--- src/rtl/sarx_pkg.sv ---
`timescale 1ns/1ps
package sarx_pkg;
  typedef enum logic [1:0] {
    FMT_LJ  = 2'd0,
    FMT_RJ  = 2'd1,
    FMT_I2S = 2'd2
  } sarx_fmt_e;
endpackage

--- src/rtl/sarx_sync.sv ---
`timescale 1ns/1ps
module sarx_sync #(
  parameter int WIDTH  = 3,
  parameter int STAGES = 2
) (
  input  logic             clk_i,
  input  logic             rst_ni,
  input  logic [WIDTH-1:0] async_i,
  output logic [WIDTH-1:0] sync_o,
  output logic             primed_o
);
  localparam int FILL   = STAGES + 1;
  localparam int FILL_W = $clog2(FILL + 1);
  localparam logic [FILL_W-1:0] FILL_END = FILL_W'(FILL);

  logic [STAGES-1:0][WIDTH-1:0] stage_q;
  logic [FILL_W-1:0]            fill_q;

  always_ff @(posedge clk_i or negedge rst_ni) begin
    if (!rst_ni) begin
      stage_q <= '0;
      fill_q  <= '0;
    end else begin
      stage_q <= {stage_q[STAGES-2:0], async_i};
      if (fill_q != FILL_END) fill_q <= fill_q + 1'b1;
    end
  end

  assign sync_o   = stage_q[STAGES-1];
  // edges are only trusted once the pipeline and the edge history hold real samples
  assign primed_o = (fill_q == FILL_END);

  AST_PRIMED_STICKY: assert property (@(posedge clk_i) disable iff (!rst_ni)
    primed_o |=> primed_o);
endmodule

--- src/rtl/sarx_shift.sv ---
`timescale 1ns/1ps
module sarx_shift import sarx_pkg::*; #(
  parameter int SAMPLE_W  = 24,
  parameter int MAX_SLOTS = 64
) (
  input  logic                clk_i,
  input  logic                rst_ni,
  input  sarx_fmt_e           fmt_i,
  input  logic                lsb_first_i,
  input  logic                primed_i,
  input  logic                wclk_i,
  input  logic                aclk_i,
  input  logic                ain_i,
  output logic [SAMPLE_W-1:0] word_o,
  output logic                done_o,
  output logic                done_left_o
);
  localparam int CNT_W = $clog2(MAX_SLOTS + 1);
  localparam logic [CNT_W-1:0] CNT_MAX = CNT_W'(MAX_SLOTS);
  localparam logic [CNT_W-1:0] WIN_LEN = CNT_W'(SAMPLE_W);

  logic                wclk_q, aclk_q, armed_q;
  logic [CNT_W-1:0]    cnt_q, cnt_eff, cnt_next, skip;
  logic [SAMPLE_W-1:0] sr_q, sr_base, sr_next;
  logic                wclk_edge, aclk_rise, is_i2s, is_rj, msb_first;
  logic                in_win, take, left_lvl;

  assign wclk_edge = primed_i & (wclk_i ^ wclk_q);
  assign aclk_rise = primed_i & aclk_i & ~aclk_q;
  assign is_i2s    = (fmt_i == FMT_I2S);
  assign is_rj     = (fmt_i == FMT_RJ);
  assign msb_first = is_i2s | ~lsb_first_i;
  assign left_lvl  = ~is_i2s;
  assign skip      = {{(CNT_W-1){1'b0}}, is_i2s};

  // a word-clock edge opens a new half: slot count and shift register restart
  assign cnt_eff = wclk_edge ? '0 : cnt_q;
  assign sr_base = wclk_edge ? '0 : sr_q;
  assign in_win  = is_rj | ((cnt_eff >= skip) && (cnt_eff < skip + WIN_LEN));
  assign take    = aclk_rise & in_win;

  always_comb begin
    sr_next = sr_base;
    if (take) begin
      if (msb_first) sr_next = {sr_base[SAMPLE_W-2:0], ain_i};
      else           sr_next = {ain_i, sr_base[SAMPLE_W-1:1]};
    end
    cnt_next = cnt_eff;
    if (aclk_rise && cnt_eff != CNT_MAX) cnt_next = cnt_eff + 1'b1;
  end

  always_ff @(posedge clk_i or negedge rst_ni) begin
    if (!rst_ni) begin
      wclk_q      <= 1'b0;
      aclk_q      <= 1'b0;
      armed_q     <= 1'b0;
      cnt_q       <= '0;
      sr_q        <= '0;
      word_o      <= '0;
      done_o      <= 1'b0;
      done_left_o <= 1'b0;
    end else begin
      wclk_q  <= wclk_i;
      aclk_q  <= aclk_i;
      cnt_q   <= cnt_next;
      sr_q    <= sr_next;
      armed_q <= armed_q | wclk_edge;
      done_o  <= wclk_edge & armed_q;
      if (wclk_edge) begin
        word_o      <= sr_q;
        done_left_o <= (wclk_q == left_lvl);
      end
    end
  end

  AST_CNT_LIMIT: assert property (@(posedge clk_i) disable iff (!rst_ni)
    cnt_q <= CNT_MAX);
  AST_EDGE_RESTART: assert property (@(posedge clk_i) disable iff (!rst_ni)
    wclk_edge |=> (cnt_q <= CNT_W'(1)));
endmodule

--- src/rtl/sarx_pair.sv ---
`timescale 1ns/1ps
module sarx_pair #(
  parameter int SAMPLE_W = 24
) (
  input  logic                clk_i,
  input  logic                rst_ni,
  input  logic [SAMPLE_W-1:0] word_i,
  input  logic                done_i,
  input  logic                done_left_i,
  output logic [SAMPLE_W-1:0] left_o,
  output logic [SAMPLE_W-1:0] right_o,
  output logic                valid_o
);
  logic [SAMPLE_W-1:0] left_hold_q;
  logic                have_left_q;

  always_ff @(posedge clk_i or negedge rst_ni) begin
    if (!rst_ni) begin
      left_hold_q <= '0;
      have_left_q <= 1'b0;
      left_o      <= '0;
      right_o     <= '0;
      valid_o     <= 1'b0;
    end else begin
      valid_o <= 1'b0;
      if (done_i && done_left_i) begin
        left_hold_q <= word_i;
        have_left_q <= 1'b1;
      end else if (done_i && have_left_q) begin
        left_o      <= left_hold_q;
        right_o     <= word_i;
        valid_o     <= 1'b1;
        have_left_q <= 1'b0;
      end
    end
  end

  AST_VALID_PULSE: assert property (@(posedge clk_i) disable iff (!rst_ni)
    valid_o |=> !valid_o);
  AST_OUT_HOLD: assert property (@(posedge clk_i) disable iff (!rst_ni)
    !valid_o |-> ($stable(left_o) && $stable(right_o)));
  AST_VALID_NEEDS_LEFT: assert property (@(posedge clk_i) disable iff (!rst_ni)
    valid_o |-> $past(have_left_q));
endmodule

--- src/rtl/serial_audio_rx.sv ---
`timescale 1ns/1ps
module serial_audio_rx import sarx_pkg::*; #(
  parameter int SAMPLE_W    = 24,
  parameter int MAX_SLOTS   = 64,
  parameter int SYNC_STAGES = 2
) (
  input  logic                clk_i,
  input  logic                rst_ni,
  input  logic [1:0]          fmt_i,
  input  logic                lsb_first_i,
  input  logic                wclk_i,
  input  logic                aclk_i,
  input  logic                ain_i,
  output logic [SAMPLE_W-1:0] left_o,
  output logic [SAMPLE_W-1:0] right_o,
  output logic                valid_o
);
  localparam int LINES = 3;

  logic [LINES-1:0]    line_s;
  logic                primed;
  logic [SAMPLE_W-1:0] word;
  logic                done, done_left;
  sarx_fmt_e           fmt;

  assign fmt = sarx_fmt_e'(fmt_i);

  // all three lines share one delay so data stays aligned with the bit clock
  sarx_sync #(.WIDTH(LINES), .STAGES(SYNC_STAGES)) u_sync (
    .clk_i   (clk_i),
    .rst_ni  (rst_ni),
    .async_i ({ain_i, aclk_i, wclk_i}),
    .sync_o  (line_s),
    .primed_o(primed)
  );

  sarx_shift #(.SAMPLE_W(SAMPLE_W), .MAX_SLOTS(MAX_SLOTS)) u_shift (
    .clk_i      (clk_i),
    .rst_ni     (rst_ni),
    .fmt_i      (fmt),
    .lsb_first_i(lsb_first_i),
    .primed_i   (primed),
    .wclk_i     (line_s[0]),
    .aclk_i     (line_s[1]),
    .ain_i      (line_s[2]),
    .word_o     (word),
    .done_o     (done),
    .done_left_o(done_left)
  );

  sarx_pair #(.SAMPLE_W(SAMPLE_W)) u_pair (
    .clk_i      (clk_i),
    .rst_ni     (rst_ni),
    .word_i     (word),
    .done_i     (done),
    .done_left_i(done_left),
    .left_o     (left_o),
    .right_o    (right_o),
    .valid_o    (valid_o)
  );

  AST_FMT_LEGAL: assert property (@(posedge clk_i) disable iff (!rst_ni)
    fmt_i != 2'd3);
endmodule

--- config.mk ---
export PLATFORM = sky130hd
export DESIGN_NAME = serial_audio_rx
export DESIGN_NICKNAME = d
export VERILOG_FILES = /design/src/rtl/sarx_pkg.sv /design/src/rtl/sarx_sync.sv /design/src/rtl/sarx_shift.sv /design/src/rtl/sarx_pair.sv /design/src/rtl/serial_audio_rx.sv
export SDC_FILE = /design/constraint.sdc
export NUM_CORES = 1
export LEC_CHECK = 0
export BUFFER_PORTS_ARGS = -buffer_cell sky130_fd_sc_hd__buf_2
export CAP_MARGIN = 10
export CORE_MARGIN = 5
export CORE_UTILIZATION = 40
export CTS_CLUSTER_SIZE = 8
export DETAILED_ROUTE_END_ITERATION = 12
export MAX_ROUTING_LAYER = met4
export PLACE_DENSITY_LB_ADDON = 0.3
export SLEW_MARGIN = 20
export SYNTH_ARGS = -nofsm -noshare
export SYNTH_HDL_FRONTEND = slang
export SYNTH_SLANG_ARGS = --single-unit
--- constraint.sdc ---
create_clock -name clk_i -period 2.2 [get_ports clk_i]
set_input_delay 0.22 -clock clk_i [delete_from_list [all_inputs] [get_ports clk_i]]
set_output_delay 0.22 -clock clk_i [all_outputs]
set_load 0.01 [all_outputs]
* Word-level counts from Yosys, hierarchy flattened
Cells that the tools add are included.
Word-level totals: input port bits 8, output and inout port bits 49, register bits after elaboration 142
Operators by class: eq/ne operators 6, reduce and logical (&&, ||, !) cells 6, $add $sub $neg 3, mux-type cells 9, bitwise gates (word level) 13, order comparisons 2
Operator list (count):
- $mux 24 | 3
- $mux 7 | 2
- $add 7x1->7 const B | 1
- $ge 7x1->1 | 1
- $lt 7x7->1 | 1
- $ne 7x7->1 const B | 1
- $add 1x5->6 const B | 1
- $and 1x1->1 | 5
- $eq 2x2->1 const B | 2
- $logic_and 1x1->1 | 4
- $mux 1 | 4
- $not 1->1 | 4
- $or 1x1->1 | 3
- $add 2x1->2 const B | 1
- $eq 2x1->1 const B | 1
- $ne 2x2->1 const B | 1
- $reduce_and 2->1 | 1
- $reduce_bool 2->1 | 1
- $eq 1x1->1 | 1
- $xor 1x1->1 | 1

* Logic depth before layout (Yosys ltp)
Gate-level depths: netlist of the first run.
depth after elaboration 8, mapped depth 11

* Modules after synthesis
Synthesis of the first run repeated with hierarchy kept, for this count alone.
Second synthesis, totals: cell total of the unflattened synthesis 473, area total of the unflattened synthesis 5972.0 µm²
Modules (own cells, without submodules):
- sarx_shift | sequential area each 1501.4 µm², instances 1, cells each 300, area an instance 2917.8 µm²
- sarx_pair | sequential area each 1851.8 µm², instances 1, cells each 158, area an instance 2782.7 µm²
- sarx_sync | sequential area each 200.2 µm², instances 1, cells each 15, area an instance 271.5 µm²

* Worst setup path after synthesis of the first run
No wires, ideal clock.
path type register to register, start point reg u_sync.fill_q[0], end point reg u_shift.sr_q[11], period minus slack after synthesis 2.377 ns, stages on the path, launching flop included 12, setup time 0.089 ns, data required time 2.111 ns, arrival 2.288 ns, setup slack -0.177 ns, path through dfrtp_1 -> ha_1 -> nand2_1 -> buf_2 -> nand2_1 -> ha_1 -> nor3b_1 -> nor3_1 -> a211oi_2 -> buf_2 -> a21oi_1 -> a211oi_2
On the way: cells in the longest elaborated chain, start to end 8, elaborated cells between the ends (all ways) 13, those cells by class order compare: 2; eq/ne: 1; mux: 4; bitwise: 5; reduce/logical: 1
Ends and longest elaborated chain:
- start, declared | line sarx_sync.sv:17 | logic [FILL_W-1:0] fill_q;
- start signal, assigned | line sarx_sync.sv:25 | if (fill_q != FILL_END) fill_q <= fill_q + 1'b1;
- $eq 2x2->1 * | line sarx_sync.sv:31 | assign primed_o = (fill_q == FILL_END);
- $and 1x1->1 | line sarx_shift.sv:28 | assign wclk_edge = primed_i & (wclk_i ^ wclk_q);
- $mux 7 | line sarx_shift.sv:37 | assign cnt_eff = wclk_edge ? '0 : cnt_q;
- $ge 7x1->1 / $lt 7x7->1 (equally long branches) | line sarx_shift.sv:39 | assign in_win = is_rj | ((cnt_eff >= skip) && (cnt_eff < skip + WIN_LEN));
- $logic_and 1x1->1 | line sarx_shift.sv:39
- $or 1x1->1 | line sarx_shift.sv:39
- $and 1x1->1 | line sarx_shift.sv:40 | assign take = aclk_rise & in_win;
- $mux 24 * | line sarx_shift.sv:44 | if (take) begin
- named net u_shift.sr_next[11] | line sarx_shift.sv:24 | logic [SAMPLE_W-1:0] sr_q, sr_base, sr_next;
- end signal, assigned | line sarx_shift.sv:66 | sr_q <= sr_next;
- end, declared | line sarx_shift.sv:24
The timed path passes the listed nets; every way through them passes the cells marked *. A chain may end at the register's enable or synchronous reset.

* Worst setup path after layout of the first run
start point reg u_sync.stage_q, in the netlist u_sync.sync_o[0], end point reg u_shift.sr_q[0]
On the way: cells in the longest elaborated chain, start to end 8, elaborated cells between the ends (all ways) 11, those cells by class order compare: 2; mux: 4; bitwise: 4; reduce/logical: 1
Ends and longest elaborated chain:
- start, declared | line sarx_sync.sv:16 | logic [STAGES-1:0][WIDTH-1:0] stage_q;
- start signal, assigned | line sarx_sync.sv:24 | stage_q <= {stage_q[STAGES-2:0], async_i};
- $xor 1x1->1 * | line sarx_shift.sv:28
- $and 1x1->1 * | line sarx_shift.sv:28
- $mux 7 | line sarx_shift.sv:37
- $ge 7x1->1 / $lt 7x7->1 (equally long branches) | line sarx_shift.sv:39
- $logic_and 1x1->1 | line sarx_shift.sv:39
- $or 1x1->1 | line sarx_shift.sv:39
- $and 1x1->1 | line sarx_shift.sv:40
- $mux 24 * | line sarx_shift.sv:44
- named net u_shift.sr_next[0] | line sarx_shift.sv:24
Marks and branches as above.

==> results of run 1 <==
[final timing paths]
check	from	slack, ns	depth (start not counted)	end
setup / recovery	u_sync.sync_o[0]$_DFF_PN0_	-0.009	10	u_shift.sr_q[0]$_DFF_PN0_
hold / removal	lsb_first_i	0.19	4	u_shift.sr_q[23]$_DFF_PN0_
setup reg to reg	u_sync.sync_o[0]$_DFF_PN0_	-0.009	10	u_shift.sr_q[0]$_DFF_PN0_
hold reg to reg	u_sync.stage_q[1]$_DFF_PN0_	0.35	0	u_sync.sync_o[1]$_DFF_PN0_
max in group asynchronous	rst_ni	1.18	3	u_pair.left_hold_q[0]$_DFFE_PN0P_
min in group asynchronous	rst_ni	0.28	2	u_shift.sr_q[21]$_DFF_PN0_
[cell families (layout without fill, tap and decap cells)]
logic type,Yosys count,after routing,synth area share
flops,142,142,0.608
compound gates,57,57,0.0799
fa+ha+maj,4,4,0.00857
simple gates,261,264,0.178
buf+inv,35,120,0.0259
mux,47,47,0.0859
xor+xnor,9,9,0.0135
[synthesized netlist by cell type, drive strengths merged (2+ instances only)]
| cell | instances |
|---|---|
| nand2 | 231 |
| dfrtp | 142 |
| mux2 | 25 |
| a211oi | 23 |
| a21oi | 23 |
| clkbuf | 22 |
| mux2i | 22 |
| nor2 | 9 |
| buf | 8 |
| o21ai | 6 |
| xor2 | 6 |
| inv | 5 |
| ha | 4 |
| and2 | 3 |
| nand2b | 3 |
| nand4 | 3 |
| xnor2 | 3 |
| a32o | 2 |
| and3 | 2 |
| nand3 | 2 |
| nand3b | 2 |
[flip-flops by register name (all words and copies together) (netlist names), 2 cells and up]
register            count
u_pair.left_hold_q     24
u_shift.cnt_q           7
u_sync.stage_q          3
u_pair.right_o         24
u_sync.sync_o           3
u_sync.fill_q           2
u_shift.sr_q           24
u_pair.left_o          24
u_shift.word_o         24
[cell type report]
class	instances	area, um^2	area share
sequential	142	3550	0.488
multi-input combinational	381	2280	0.314
timing repair buffer	83	583	0.0801
clock buffer	17	425	0.0584
tap	184	230	0.0316
clock inverter	15	188	0.0258
inverter	5	18.8	0.00258
[what timing repair did]
item	in CTS	in global routing
hold buffers	4	0
hold endpoints to repair	40	0
cloned	1	5
pin swaps	4	31
setup endpoints to repair	22	27
buffers inserted	3	0
gates resized for setup	2	25
[power by group through the flow]
stage          logic (W)  registers [W]  clock network [W]
3_3_place_gp     0.00141        0.00351                  0
5_1_grt          0.00166        0.00356            0.00313
3_5_place_dp     0.00144        0.00354                  0
2_1_floorplan   0.000699        0.00364                  0
6_report         0.00147        0.00349            0.00294
4_1_cts          0.00147        0.00350            0.00301
[metal layers]
layer,global-route usage,routed length (um),vias to the layer above
li1,-,-,1983
met1,0.207,5730,2039
met2,0.222,5550,73
met3,0.0402,515,22
met4,0.0659,248,0
met5,-,0,-
[through the flow]
stage	hold slack (ns)	worst slack (ns)	area (um^2)	cells
2_1_floorplan	-0.0756	-0.00382	5870	555
3_3_place_gp	0.156	0.0297	6430	782
3_5_place_dp	0.169	-0.124	6430	782
4_1_cts	0.155	-0.00338	7110	822
5_1_grt	0.201	-0.117	7280	827
6_report	0.187	-0.00911	7280	827
[worst reg2reg max path: stages (launching register included)]
cell      delay, ns
dfrtp_1        0.40
xor2_1         0.22
nand2_1        0.14
nand2_2        0.11
ha_4           0.14
nor3b_4        0.20
nor3_2         0.06
a211oi_2       0.27
buf_2          0.21
nand2_1        0.08
a32o_1         0.27
==> results.md, run 1 <==
- Worst slew pin tran: 0.471 ns
- Pleak: around 3.8 nW
- Seq/Total Area, Yosys: 0.608
- Clk slew on worst S/H paths: 0.06 ns
- Clk_lat worst skew: 0.43 ns
- Psw: 0.00230 W
- Max Cap Violations: 0
- TNS Setup: -0.00911 ns
- # nets final: 642
- First-pass DRT Iterations: 4
- WP data arrival: around 2.5 ns
- Most used cell, CP: nand2_1
- H-tree depth: 4
- Input/output buffers: 56
- Total chip power: 0.00791 W
- DR vias: 4117
- Placer congestion estimate: roughly 0.82
- Max-slew violations: 0
- Antenna Cells: 0
- Hold Fails Final Rpt: 0
- Skew final: about 0.012 ns
- Vias per cell: 4.98
- Synth top area cells: dfrtp_1 (61%), nand2_1 (15%), mux2_2 (4.8%)
- Initial antenna violation count: 0
- #FFs+latches synth: 142
- Vias in the first global route: 4120
- CP max-delay cell: dfrtp_1
- Pwr dens: 1090 mW/mm^2
- Share of post-route cells with drive strength above 1: 0.277
- CTS tree: done
- Failing checks: negative setup slack
- Die area: roughly 0.017 mm^2
- Critical path, cell by cell: xor2_1, nand2_1, nand2_2, ha_4, nor3b_4, nor3_2, a211oi_2, buf_2, nand2_1, a32o_1
- Req. time, crit path: 2.51 ns
- Main synth FF type: dfrtp_1
- Syn-to-layout area delta: 24.6%
- Final setup fails: 1
- Row cnt: 44
- Starting Density: 0.405
- Comb power frac: 0.186
- Core area: 0.0144 mm^2
- Unrepaired setup endpoints after global routing: yes
- Clock Path Buffers: 2
- Routed wire length: approximately 12000 um
- Critical path's top delay family: simple AND/OR/NAND/NOR gates
- Critical path peak fanout: 4
- Leading cell type in the layout, fill and taps excluded: nand2_1
- Inserted Clock Buffers: 17
- P_int: 0.00560 W
- Switch share: 0.291
- CP endpoint kind: flip-flop
- Final Critical Period: 2.21 ns
- Largest net degree at the start of global routing: 51
- Clock power frac: 0.372
- Fin crit share: 1.00
- Worst path bufs/invs: 1
- Gr usage total: 0.154
- IO Pins: 57
- Gate count of the mapped netlist: 555
- Final core utilization: 0.505
- Final WS setup: -0.00911 ns
- Crit Path Category: flip-flop to flip-flop
- Clock Sinks: around 140
- Grt total ovfl: 0
- Critical Path Start Type: flip-flop
- Residual DRC count: 0
- DP HPWL: 7520 um
- Wirelength per Cell: 14.6 um
- Cell type with the largest total area after synthesis: dfrtp_1
- Antenna-violating nets left: 0
- Yosys top cell area share: 0.608
- Die Y-Extent: 131 um
- Leading cell types in the layout, fill and taps excluded: nand2_1 (230), dfrtp_1 (142), buf_2 (56)
- Async SR Flop Fraction: 1.00
- Syn Std Cell Area: 0.00584 mm^2
- Worst path max stage delay: ~0.4 ns
- Avg Cell Area, Syn: 10.5 um^2
- Initial DRC count: 262
- Post-Syn Nets: 567
- Synth Warn #: 0
- FMAX: 453 MHz
- Flop pwr share: 0.441
- CTS Root Cell: clkbuf_16
- Slew headroom: 0.686
- Distinct cells, synth: 34
- First-pass GRT wire length: 20300 um
- Die width: about 130 um
- Fill cells: around 1300
- Run status: finished with violations
- Post-synth EDFFs: 0
- Peak VDD IR: 0.493 mV
- Worst hold path type: input port to flip-flop
Note: power is estimated with default switching activity, not from simulation.
==> run 2, diff against run 1 <==
- BUFFER_PORTS_ARGS: -buffer_cell sky130_fd_sc_hd__buf_2 -> not set
- DONT_BUFFER_PORTS: not set -> 1
==> run 2 against run 1 <==
Against the previous run:
- the flow finishes with violations (negative hold slack)
- sequential cell count is the same
- clock skew shrank 0.0018 ns
- count of clock-buffer cells in the layout grew 2
- power shrank 6.4%
- cell area shrank 5.5%
- via count shrank 4.8%
- global-route usage shrank 0.58 points
- register-to-register slack gained 0.03 ns
- die area is the same
- critical path type unchanged
==> results.md, run 2 (synthesis gave the netlist of run 1 again) <==
- Fin crit share: 0.990 (was 1.00)
- Initial DRC count: 238 (was 262)
- # nets final: 584 (was 642)
- Worst slew pin tran: 0.502 ns (was 0.471 ns)
- First-pass GRT wire length: 19500 um (was 20300 um)
- Worst hold path type: input port to asynchronous set/reset pin (was input port to flip-flop)
- Worst hold margin: -0.490 ns (was 0.187 ns)
- Placer congestion estimate: 0.743 (was 0.821)
- Max-slew violations: 0 (unchanged)
- Final WS setup: 0.0230 ns (was -0.00911 ns)
- Hold_buf cts: 3 (was 4)
- H-tree depth: 4 (unchanged)
- DR vias: 3918 (was 4117)
- CP endpoint kind: flip-flop (unchanged)
- Antenna-violating nets left: 0 (unchanged)
- Slew headroom: 0.665 (was 0.686)
- CTS Root Cell: clkbuf_16 (unchanged)
- Initial antenna violation count: 0 (unchanged)
- Critical path peak fanout: 4 (unchanged)
- Vias in the first global route: 3887 (was 4120)
- Core area: 0.0144 mm^2 (unchanged)
- Failing checks: negative hold slack (was negative setup slack)
- Final Critical Period: 2.18 ns (was 2.21 ns)
- WP data arrival: 2.52 ns (about the same)
- Clk_lat worst skew: 0.42 ns (was 0.43 ns)
- R2R depth: 10 (unchanged)
- Max Cap Violations: 0 (unchanged)
- Pwr dens: 1080 mW/mm^2 (was 1090 mW/mm^2)
- Critical Path Start Type: flip-flop (unchanged)
- Skew final: 0.0103 ns (was 0.0122 ns)
- Die Y-Extent: 131 um (unchanged)
- IO Pins: 57 (unchanged)
- Die area: 0.0171 mm^2 (unchanged)
- Syn-to-layout area delta: 17.8% (was 24.6%)
- Clock Sinks: 142 (unchanged)
- Peak VDD IR: 0.528 mV (was 0.493 mV)
- Die width: 131 um (unchanged)
- DP HPWL: 6970 um (was 7520 um)
- Gr usage total: 0.148 (was 0.154)
- Clock Path Buffers: 2 (unchanged)
- Input/output buffers: 0 (was 56)
- Residual DRC count: 0 (unchanged)
- Share of post-route cells with drive strength above 1: 0.202 (was 0.277)
- CTS tree: done (unchanged)
- FMAX: 459 MHz (was 453 MHz)
- Final setup fails: 0 (was 1)
- Wirelength per Cell: 15.2 um (was 14.6 um)
- Reg2reg end: u_shift.cnt_q[2]$_DFF_PN0_ (was u_shift.sr_q[0]$_DFF_PN0_)
- TNS Setup: 0 ns (was -0.00911 ns)
- Starting Density: 0.405 (unchanged)
- Inserted Clock Buffers: 17 (unchanged)
- Largest net degree at the start of global routing: 143 (was 51)
- Reg2Reg Launch Point: u_shift.wclk_q$_DFF_PN0_ (was u_sync.sync_o[0]$_DFF_PN0_)
- Hold Fails Final Rpt: 142 (was 0)
- Run status: finished with violations (unchanged)
- Crit Path Category: flip-flop to flip-flop (unchanged)
- Pleak: 3.46 nW (was 3.80 nW)
- Grt total ovfl: 0 (unchanged)
- Row cnt: 44 (unchanged)
- Leading cell types in the layout, fill and taps excluded: nand2_1 (229), dfrtp_1 (142), mux2_2 (25) (was nand2_1 (230), dfrtp_1 (142), buf_2 (56))
- Vias per cell: 5.10 (was 4.98)
- Clk slew on worst S/H paths: 0.06 ns (about the same)
- Leading cell type in the layout, fill and taps excluded: nand2_1 (unchanged)
- Routed wire length: 11700 um (was 12000 um)
- Worst R2R Setup Slack: 0.02 ns (was -0.009 ns)
- First-pass DRT Iterations: 4 (unchanged)
- Pre-CTS worst setup slack: -0.0696 ns (was -0.124 ns)
- Unrepaired setup endpoints after global routing: yes (unchanged)
- Antenna Cells: 0 (unchanged)
- Req. time, crit path: 2.54 ns (was 2.51 ns)
[run 2: cell count changes in the layout (fill, tap and decap cells not counted), moves of 2 or more]
cell | before | now
a21oi_1 | 16 | 18
and2_2 | 1 | 3
and2_4 | 4 | 2
buf_12 | 4 | 1
buf_2 | 56 | 0
buf_4 | 13 | 17
buf_6 | 4 | 2
[run 2: routing by layer]
layer  vias up  wire (um)  global-route usage
met5         -          0                   -
met4         0        187              0.0490
met3        18        561              0.0459
met2        80       5330               0.217
met1      1950       5580               0.197
li1       1870          -                   -
[run 2: worst max-delay path by stage]
stage / start / to / cells past startpoint
global placement: u_sync.sync_o[0]$_DFF_PN0_ / u_shift.sr_q[2]$_DFF_PN0_ / 9
CTS: u_sync.fill_q[0]$_DFFE_PN0P_ / u_shift.sr_q[1]$_DFF_PN0_ / 11
global route: u_shift.wclk_q$_DFF_PN0_ / u_shift.cnt_q[2]$_DFF_PN0_ / 10
floorplan: u_sync.sync_o[0]$_DFF_PN0_ / u_shift.sr_q[11]$_DFF_PN0_ / 11
detailed placement: u_shift.wclk_q$_DFF_PN0_ / u_shift.sr_q[1]$_DFF_PN0_ / 9
finish: u_shift.wclk_q$_DFF_PN0_ / u_shift.cnt_q[2]$_DFF_PN0_ / 10
[run 2: report_power, final]
group,leakage [nW],internal (W),switching [W]
logic,1.30,0.000403,0.000480
registers,1.88,0.00317,0.000556
clock network,0.280,0.00170,0.00110
[run 2: layout make-up]
| cell class | count | area (um^2) |
|---|---|---|
| clock buffers | 19 | 443 |
| multi-input cells | 381 | 2260 |
| well taps | 184 | 230 |
| repair buffers | 25 | 240 |
| flip-flops and latches | 142 | 3550 |
| clock inverters | 12 | 138 |
| fillers | 1319 | 7540 |
| inverters | 5 | 18.8 |
[run 2: repair_timing]
action | in CTS | in global routing
hold endpoints to repair | 145 | 142
pin swaps | 3 | 22
setup endpoints to repair | 24 | 27
resized for setup | 4 | 17
buffers inserted | 3 | 4
gates cloned | 1 | 4
[run 2: critical path, stage by stage, from the launching register on]
cell and delay [ns]:
dfrtp_1 0.41, xor2_2 0.20, nand2_1 0.10, buf_4 0.15
and2_1 0.16, inv_1 0.08, ha_1 0.14, nor4bb_2 0.39
a31oi_2 0.21, nand2_1 0.12, xor2_1 0.14
[run 2: through the flow]
stage	util	total power [W]	hold slack (ns)	instance area, um^2	cells
finish	0.477	0.00740	-0.490	6880	768
global route	0.477	0.00782	-0.525	6880	768
CTS	0.466	0.00746	-0.509	6730	760
detailed placement	0.421	0.00463	-0.0680	6070	722
global placement	0.421	0.00457	-0.0681	6070	722
floorplan	-	0.00433	-0.0756	5870	555
